===== config.mk =====
export PLATFORM = sky130hd
export DESIGN_NAME = irq_event_bank
export DESIGN_NICKNAME = d
export VERILOG_FILES = /design/src/rtl/irq_bank_pkg.sv /design/src/rtl/irq_bank_decode.sv /design/src/rtl/irq_bank_chan.sv /design/src/rtl/irq_bank_reduce.sv /design/src/rtl/irq_event_bank.sv
export SDC_FILE = /design/constraint.sdc
export NUM_CORES = 1
export LEC_CHECK = 0
export BUFFER_PORTS_ARGS = -buffer_cell sky130_fd_sc_hd__buf_2
export CAP_MARGIN = 40
export CORE_UTILIZATION = 51
export CTS_CLUSTER_SIZE = 40
export DETAILED_ROUTE_END_ITERATION = 10
export GPL_TIMING_DRIVEN = 0
export PLACE_DENSITY_LB_ADDON = 0.08
export SLEW_MARGIN = 10
export SYNTH_ARGS = -nofsm -noshare
export SYNTH_HDL_FRONTEND = slang
export SYNTH_SLANG_ARGS = --single-unit

===== constraint.sdc =====
create_clock -name clk -period 3.2 [get_ports clk]
set_input_delay 0.64 -clock clk [delete_from_list [all_inputs] [get_ports clk]]
set_output_delay 0.64 -clock clk [all_outputs]
set_load 0.02 [all_outputs]

===== src/rtl/irq_bank_pkg.sv =====
package irq_bank_pkg;

    typedef enum logic [2:0] {
        RK_ENABLE,
        RK_CLEAR,
        RK_RAW,
        RK_MASKED,
        RK_PROC,
        RK_NONE
    } reg_kind_e;

    typedef struct packed {
        reg_kind_e  kind;
        logic [3:0] grp;
    } reg_sel_t;

endpackage


===== src/rtl/irq_bank_decode.sv =====
module irq_bank_decode
    import irq_bank_pkg::*;
#(
    parameter int ADDR_W  = 4,
    parameter int NUM_GRP = 3
) (
    input  logic [ADDR_W-1:0] addr_i,
    output reg_sel_t          sel_o
);
    localparam int unsigned NG = NUM_GRP;

    always_comb begin
        int unsigned a;
        a = 32'(addr_i);
        sel_o.kind = RK_NONE;
        sel_o.grp  = '0;
        if (a < NG) begin
            sel_o.kind = RK_ENABLE;
            sel_o.grp  = 4'(a);
        end else if (a < 2 * NG) begin
            sel_o.kind = RK_CLEAR;
            sel_o.grp  = 4'(a - NG);
        end else if (a < 3 * NG) begin
            sel_o.kind = RK_RAW;
            sel_o.grp  = 4'(a - 2 * NG);
        end else if (a < 4 * NG) begin
            sel_o.kind = RK_MASKED;
            sel_o.grp  = 4'(a - 3 * NG);
        end else if (a == 4 * NG) begin
            sel_o.kind = RK_PROC;
        end
    end

endmodule


===== src/rtl/irq_bank_chan.sv =====
module irq_bank_chan #(
    parameter int NUM_EVT = 6
) (
    input  logic               clk,
    input  logic               rst_n,
    input  logic [NUM_EVT-1:0] evt_i,
    input  logic               en_we_i,
    input  logic [NUM_EVT-1:0] en_wd_i,
    input  logic [NUM_EVT-1:0] clr_i,
    output logic [NUM_EVT-1:0] raw_o,
    output logic [NUM_EVT-1:0] en_o
);

    // Pending bits are sticky; a new pulse beats a clear in the same cycle.
    always_ff @(posedge clk or negedge rst_n) begin
        if (!rst_n) begin
            raw_o <= '0;
            en_o  <= '0;
        end else begin
            raw_o <= evt_i | (raw_o & ~clr_i);
            if (en_we_i) begin
                en_o <= en_wd_i;
            end
        end
    end

endmodule


===== src/rtl/irq_bank_reduce.sv =====
module irq_bank_reduce #(
    parameter int NUM_CH  = 10,
    parameter int NUM_EVT = 6
) (
    input  logic [NUM_CH*NUM_EVT-1:0] raw_i,
    input  logic [NUM_CH*NUM_EVT-1:0] en_i,
    input  logic [NUM_CH-1:0]         proc_en_i,
    output logic [NUM_CH*NUM_EVT-1:0] msk_o,
    output logic                      irq_o
);
    logic [NUM_CH-1:0] ch_hit;

    for (genvar c = 0; c < NUM_CH; c++) begin : g_ch
        assign msk_o[c*NUM_EVT +: NUM_EVT] = raw_i[c*NUM_EVT +: NUM_EVT] & en_i[c*NUM_EVT +: NUM_EVT];
        assign ch_hit[c] = proc_en_i[c] & (|msk_o[c*NUM_EVT +: NUM_EVT]);
    end

    assign irq_o = |ch_hit;

endmodule


===== src/rtl/irq_event_bank.sv =====
module irq_event_bank
    import irq_bank_pkg::*;
#(
    parameter int NUM_CH  = 10,
    parameter int NUM_EVT = 6,
    parameter int SLOT_W  = 8,
    parameter int SLOTS   = 4,
    parameter int DATA_W  = 32,
    parameter int ADDR_W  = 4
) (
    input  logic                      clk,
    input  logic                      rst_n,
    input  logic [NUM_CH*NUM_EVT-1:0] evt_pulse_i,
    input  logic                      reg_wr_i,
    input  logic [ADDR_W-1:0]         reg_addr_i,
    input  logic [DATA_W-1:0]         reg_wdata_i,
    output logic [DATA_W-1:0]         reg_rdata_o,
    output logic                      irq_o
);
    localparam int NUM_GRP = (NUM_CH + SLOTS - 1) / SLOTS;
    localparam int FLAT_W  = NUM_CH * NUM_EVT;

    reg_sel_t            sel;
    logic [FLAT_W-1:0]   raw_flat;
    logic [FLAT_W-1:0]   en_flat;
    logic [FLAT_W-1:0]   clr_flat;
    logic [FLAT_W-1:0]   msk_flat;
    logic [NUM_CH-1:0]   proc_en;
    logic [DATA_W-1:0]   en_grp  [NUM_GRP];
    logic [DATA_W-1:0]   raw_grp [NUM_GRP];
    logic [DATA_W-1:0]   msk_grp [NUM_GRP];

    irq_bank_decode #(.ADDR_W(ADDR_W), .NUM_GRP(NUM_GRP)) u_dec (
        .addr_i (reg_addr_i),
        .sel_o  (sel)
    );

    for (genvar c = 0; c < NUM_CH; c++) begin : g_chan
        localparam int G = c / SLOTS;
        localparam int S = c % SLOTS;
        logic grp_hit;
        logic en_we;

        assign grp_hit = (int'(sel.grp) == G);
        assign en_we   = reg_wr_i && (sel.kind == RK_ENABLE) && grp_hit;
        assign clr_flat[c*NUM_EVT +: NUM_EVT] =
            (reg_wr_i && (sel.kind == RK_CLEAR) && grp_hit) ?
            reg_wdata_i[S*SLOT_W +: NUM_EVT] : '0;

        irq_bank_chan #(.NUM_EVT(NUM_EVT)) u_chan (
            .clk     (clk),
            .rst_n   (rst_n),
            .evt_i   (evt_pulse_i[c*NUM_EVT +: NUM_EVT]),
            .en_we_i (en_we),
            .en_wd_i (reg_wdata_i[S*SLOT_W +: NUM_EVT]),
            .clr_i   (clr_flat[c*NUM_EVT +: NUM_EVT]),
            .raw_o   (raw_flat[c*NUM_EVT +: NUM_EVT]),
            .en_o    (en_flat[c*NUM_EVT +: NUM_EVT])
        );
    end

    always_ff @(posedge clk or negedge rst_n) begin
        if (!rst_n) begin
            proc_en <= '0;
        end else if (reg_wr_i && (sel.kind == RK_PROC)) begin
            proc_en <= reg_wdata_i[NUM_CH-1:0];
        end
    end

    irq_bank_reduce #(.NUM_CH(NUM_CH), .NUM_EVT(NUM_EVT)) u_red (
        .raw_i     (raw_flat),
        .en_i      (en_flat),
        .proc_en_i (proc_en),
        .msk_o     (msk_flat),
        .irq_o     (irq_o)
    );

    // Pack channel slots into group words; padding stays zero.
    always_comb begin
        for (int g = 0; g < NUM_GRP; g++) begin
            en_grp[g]  = '0;
            raw_grp[g] = '0;
            msk_grp[g] = '0;
            for (int s = 0; s < SLOTS; s++) begin
                if (g * SLOTS + s < NUM_CH) begin
                    en_grp[g][s*SLOT_W +: NUM_EVT]  = en_flat[(g*SLOTS+s)*NUM_EVT +: NUM_EVT];
                    raw_grp[g][s*SLOT_W +: NUM_EVT] = raw_flat[(g*SLOTS+s)*NUM_EVT +: NUM_EVT];
                    msk_grp[g][s*SLOT_W +: NUM_EVT] = msk_flat[(g*SLOTS+s)*NUM_EVT +: NUM_EVT];
                end
            end
        end
    end

    always_comb begin
        int gi;
        gi = int'(sel.grp);
        reg_rdata_o = '0;
        unique case (sel.kind)
            RK_ENABLE: if (gi < NUM_GRP) reg_rdata_o = en_grp[gi];
            RK_RAW:    if (gi < NUM_GRP) reg_rdata_o = raw_grp[gi];
            RK_MASKED: if (gi < NUM_GRP) reg_rdata_o = msk_grp[gi];
            RK_PROC:   reg_rdata_o = {{(DATA_W-NUM_CH){1'b0}}, proc_en};
            RK_CLEAR, RK_NONE: reg_rdata_o = '0;
            default:   reg_rdata_o = '0;
        endcase
    end

endmodule


### Word-level counts from Yosys, hierarchy flattened

Index checks and enable logic that the tools add are counted.

| storage, ports and cells | value |
|---|---|
| RAM bits | 0 |
| bits in latches | 0 |
| word-level logic and storage cells | 139 |
| register bits | 130 |
| memory bits (read-only) | 0 |
| output and inout bits | 33 |
| memories kept | 0 |

| operators by class | value |
|---|---|
| add/sub/neg operators | 3 |
| magnitude comparators | 6 |
| equality and inequality tests | 7 |
| shift-type cells | 0 |
| div/mod/pow operators | 0 |
| multiplexer cells | 29 |
| multiply operators | 0 |
| bitwise logic cells | 51 |
| reductions and logical operators | 22 |

Operator list:

| kind | number |
|---|---|
| 2-to-1 mux 32 bit | 9 |
| binary-select mux 32 bit (select 2 bit) | 3 |
| case mux 32 bit (4 select lines) | 1 |
| bitwise AND 6 bit | 20 |
| 2-to-1 mux 6 bit | 10 |
| NOT 6 bit | 10 |
| OR 6 bit | 10 |
| OR reduction 6 bit | 10 |
| greater-or-equal comparator 32 x 3 -> 1 bit (second input constant) | 1 |
| NOT 4 -> 32 bit | 1 |
| 2-to-1 mux 7 bit | 3 |
| bitwise AND 1 bit | 10 |
| OR reduction 10 bit | 1 |
| logical AND 1 bit | 9 |
| < comparator 4 x 2 -> 1 bit (second input constant) | 2 |
| < comparator 4 bit (second input constant) | 2 |
| == test 3 x 2 -> 1 bit (second input constant) | 2 |
| == test 4 x 2 -> 1 bit (second input constant) | 1 |
| == test 4 x 3 -> 1 bit (second input constant) | 1 |
| == test 4 bit (second input constant) | 1 |
| logical NOT 4 bit | 1 |
| < comparator 4 x 3 -> 1 bit (second input constant) | 1 |
| 2-to-1 mux 4 bit | 1 |
| subtractor 4 x 2 -> 4 bit (second input constant) | 1 |
| other kinds (7) | 7 |

### Longest topological paths before layout

| depth | value |
|---|---|
| word-level depth | 13 |
| mapped depth | 12 |

### By module

Synthesis repeated with hierarchy kept, for this count alone.

| second synthesis, totals | value |
|---|---|
| cell total of the unflattened synthesis | 789 |
| area total of the unflattened synthesis | 8341.8 µm² |

Modules (own cells, without submodules):

| module | instances | sequential area each (µm²) | cells each | area an instance (µm²) |
|---|---|---|---|---|
| irq_bank_chan | 10 | 300.3 | 31 | 469.2 |
| irq_event_bank | 1 | 250.2 | 340 | 2650.0 |
| irq_bank_reduce | 1 | 0.0 | 95 | 688.2 |
| irq_bank_decode | 1 | 0.0 | 44 | 311.5 |

### Worst setup path before layout

Ideal clock, no wire load.

| timing | value |
|---|---|
| path type | input to output |
| from | input port reg_addr_i[0] |
| to | output port reg_rdata_o[13] |
| stages | 11 |
| setup slack | -0.463 ns |
| arrival time | 3.023 ns |
| cell sequence | buf_2 inv_1 ha_1 mux2_4 o211ai_4 nand2_2 buf_2 buf_2 a21oi_1 o211ai_1 a31oi_1 |

| between the ends | value |
|---|---|
| cells in the longest elaborated chain, start to end | 11 |

RTL lines:

| what | line | text |
|---|---|---|
| start: declaration | irq_event_bank.sv:15 | `input logic [ADDR_W-1:0] reg_addr_i,` |
| subtractor 4 bit / < comparator 4 bit (equally long branches) | irq_bank_decode.sv:28, irq_bank_decode.sv:26 |  |
| 2-to-1 mux 4 bit | irq_bank_decode.sv:26 | `end else if (a < 4 * NG) begin` |
| 2-to-1 mux 7 bit | irq_bank_decode.sv:23 | `end else if (a < 3 * NG) begin` |
| 2-to-1 mux 7 bit | irq_bank_decode.sv:20 | `end else if (a < 2 * NG) begin` |
| 2-to-1 mux 7 bit (*) | irq_bank_decode.sv:17 | `if (a < NG) begin` |
| NOT 4 -> 32 bit (implied by the code) | irq_event_bank.sv:99, irq_event_bank.sv:100, irq_event_bank.sv:101 |  |
| binary-select mux 32 bit (select 2 bit), on equally long branches | irq_event_bank.sv:101, irq_event_bank.sv:99, irq_event_bank.sv:100 |  |
| 2-to-1 mux 32 bit, on equally long branches (3 in series) | irq_event_bank.sv:101, irq_event_bank.sv:99, irq_event_bank.sv:100 |  |
| case mux 32 bit (4 select lines) (*) | irq_event_bank.sv:98 | `unique case (sel.kind)` |
| end: declaration | irq_event_bank.sv:17 | `output logic [DATA_W-1:0] reg_rdata_o,` |

Every way passes the cells marked *; elsewhere a longest branch is shown, timed or not. The select of a mux whose other input is x is not followed.

### Worst setup path in the final report

| timing | value |
|---|---|
| from | input port reg_addr_i[1] |
| to | output port reg_rdata_o[5] |

Same word-level chain as after synthesis.

==> results.md <==
- Status: finished, violations left
- Violated checks: setup timing
- Slew @ Worst Pin: 795.4 ps
- Setup ws final: -415.9 ps
- Worst Clk Skew: 0 ps
- Largest net degree at the start of global routing: 83
- TritonCTS buffer count: 17
- H-tree depth: 4
- Clk Latency, worst-skew pair: 420 ps
- CTS root buf: clkbuf_16
- Hold Vio Cnt, Final: 0
- Crit Path Max Fanout: 5
- Crit Path Class: input pin to output pin
- Flop2flop setup slack: 2330 ps
- Max-cap violations: 0
- Setup-failing EPs final: 24
- DRC violations left: 0
- Async set-reset flop share out of synthesis: 1.000
- Layout Utilization: 0.7155
- Psw: 1.960 mW
- Primary FF master, synth: dfrtp_1
- Die Wd: 123.1 um
- P_int: 4.012 mW
- Lkg Pwr: 4.168 nW
- Fin Setup TNS: -7625 ps
- Hold_buf cts: 0
- CP Data Required Time: 2560 ps
- Area Overhead vs Synth: 34.91%
- Yosys warning count: 0
- CTS sink cnt: 130
- Slew Viols, Final: 0
- Share of post-route cells with drive strength above 1: 0.3823
- RSZ-0062 raised after global routing: true
- Gate Count Post-Synth: 741
- Logic gate share of total power: 0.278
- Final ANT Viol Nets: 0
- Power share of the clock group: 0.345
- # port buffers: 119
- Top Ports: 132
- Count of different cell masters after synthesis: 66
- DR iter-0 viols: 914
- Final Net Count: 1032
- Core Area: 0.01410 sq mm
- Via density: 6.592
- Initial Utilization: 0.5304
- Total wire length: 27030 um
- Power per Cell Area: 592.2 mW/mm^2
- Sequential cell area fraction in the yosys report: 0.4351
- Clock Tree Buf Depth: 2
- Via count: 7377
- #FFs+latches synth: 130
- Mean post-synth cell area: 10.09 sq um
- Fin crit period: 3616 ps
- RePlAce Congestion: 0.9555
- Gr usage total: 0.3639
- Net Sw Frac: 0.3282
- Mapped Area: 0.007476 sq mm
- CP arrival: 2980 ps
- Sequential power share: 0.376
- Post-synth EDFFs: 0
- Slew headroom: 0.4697
- Max Clk Rate: 276.6 MHz
- DR pass1 iterations: 6
- First-pass GRT wire length: 40150 um
- Grt total ovfl: 0
- ANT cells: 0
- Initial antenna violation count: 0
- CTS tree: done
- Crit end category: output pin
- DP HPWL: 17870 um
- Die Y: 123.1 um
- Crit share post-route: 1.130
- Hold Path Class: input pin to async pin
- CTS clk-pin slew, worst paths: 60 ps
- Number of global-route vias before repair: 7063
- WL/cell: 24.16 um
- Die area: 0.01515 sq mm
- Max IR drop VDD: 0.0004390 V
- Rows: 43
- Startpoint types: input pin
==> cells in the final DEF (no fill, tap or decap), drive strengths merged, types with 23 or more instances in the layout <==
cell / n
dfrtp: 130
a221o: 24
clkbuf: 36
mux2: 74
a21oi: 23
a22oi: 33
nand2: 102
buf: 194
o21ai: 24
a21o: 69
nand3: 53
==> metal layers <==
metal | track usage | share of wire | up-vias | wire, um
li1 | - | - | 3159 | -
met1 | 0.4874 | 0.40 | 3621 | 10910
met2 | 0.5636 | 0.45 | 497 | 12260
met3 | 0.09548 | 0.11 | 100 | 2958
met4 | 0.1423 | 0.034 | 0 | 906
met5 | 0 | 0 | - | 0
==> cell usage after synthesis (8+ instances only) <==
cell,number,area share
nand2_1,101,0.051
and2_1,12,0.010
nand3_1,52,0.035
buf_4,11,0.011
and3_1,18,0.015
a31oi_1,9,0.0075
mux2_2,55,0.083
inv_1,12,0.0060
nor3_1,8,0.0054
a22oi_1,32,0.032
o21ai_0,22,0.015
mux2_1,18,0.027
clkbuf_1,15,0.0075
a221o_1,24,0.032
dfrtp_1,130,0.44
nand4_1,20,0.017
a21oi_1,22,0.015
buf_2,17,0.011
a21o_1,69,0.069
==> flip-flops by register name, summed over array words and instances, names as in the netlist <==
| register | flops |
|---|---|
| g_chan.u_chan.raw_o | 60 |
| g_chan.u_chan.en_o | 60 |
| proc_en | 10 |
==> power by group through the flow <==
stage          clock (mW)  sequential (mW)  combinational (mW)
2_1_floorplan           0             2.15               0.981
3_5_place_dp            0             2.25                1.39
6_report             2.06             2.25                1.66
4_1_cts              2.07             2.23                1.57
3_3_place_gp            0             2.24                1.35
5_1_grt              2.15             2.29                1.75
==> timing repair <==
item                                    in CTS  in global routing
endpoints found under the setup margin      51                 24
pin swaps                                   24                 11
resized for setup                          112                 30
setup buffers                               24                 11
cloned                                       3                  1
==> area by class of cell <==
cell class	count	area [sq um]
tap	180	225.2
clock inverter	10	146.4
fill	1031	4010
multi-input combinational	556	4359
buffer	48	432.9
clock buffer	22	464.2
timing repair buffer	160	1141
sequential	130	3253
inverter	13	63.81
==> stage by stage <==
| stage | total power, mW | hold slack, ps | instances | cell area (sq um) | setup WS [ps] |
|---|---|---|---|---|---|
| final | 5.972 | 154.6 | 1119 | 10090 | -415.9 |
| after detailed placement | 3.638 | 494.9 | 1048 | 8620 | -1060 |
| after floorplan | 3.132 | 344.4 | 746 | 7750 | -139.3 |
| after CTS | 5.862 | 178.2 | 1107 | 9848 | -340.5 |
| after global routing | 6.184 | 178.9 | 1119 | 10090 | -477.3 |
| after global placement | 3.583 | 490.6 | 1045 | 8571 | -1032 |
==> cell families after synthesis <==
group                    synth area share
other                           0.0005016
buffers and inverters             0.04100
AND/OR/NAND/NOR                    0.1639
XOR/XNOR                         0.003515
AO/OA/AOI/OAI                      0.2296
flip-flops                         0.4351
multiplexers                       0.1146
adder cells (fa/ha/maj)           0.01171
==> worst max-delay path: stages <==
cell	delay [ps]
buf_12	80
clkinvlp_4	140
buf_6	170
ha_4	250
nand4bb_1	120
o211ai_1	130
a311oi_4	500
a211oi_4	130
o21a_1	160
or4_4	520
buf_6	150
==> worst paths after layout <==
kind / startpoint / end / cells after the start
max: reg_addr_i[1] / reg_rdata_o[5] / 11
min: rst_n / g_chan[4].u_chan.en_o[2]$_DFFE_PN0P_ / 1
max reg2reg: g_chan[4].u_chan.en_o[1]$_DFFE_PN0P_ / g_chan[4].u_chan.en_o[1]$_DFFE_PN0P_ / 1
min reg2reg: g_chan[1].u_chan.raw_o[3]$_DFF_PN0_ / g_chan[1].u_chan.raw_o[3]$_DFF_PN0_ / 1
max in group asynchronous: rst_n / g_chan[9].u_chan.raw_o[0]$_DFF_PN0_ / 2
min in group clk: evt_pulse_i[43] / g_chan[7].u_chan.raw_o[1]$_DFF_PN0_ / 2
No activity file was read; power rests on OpenSTA's default activity.
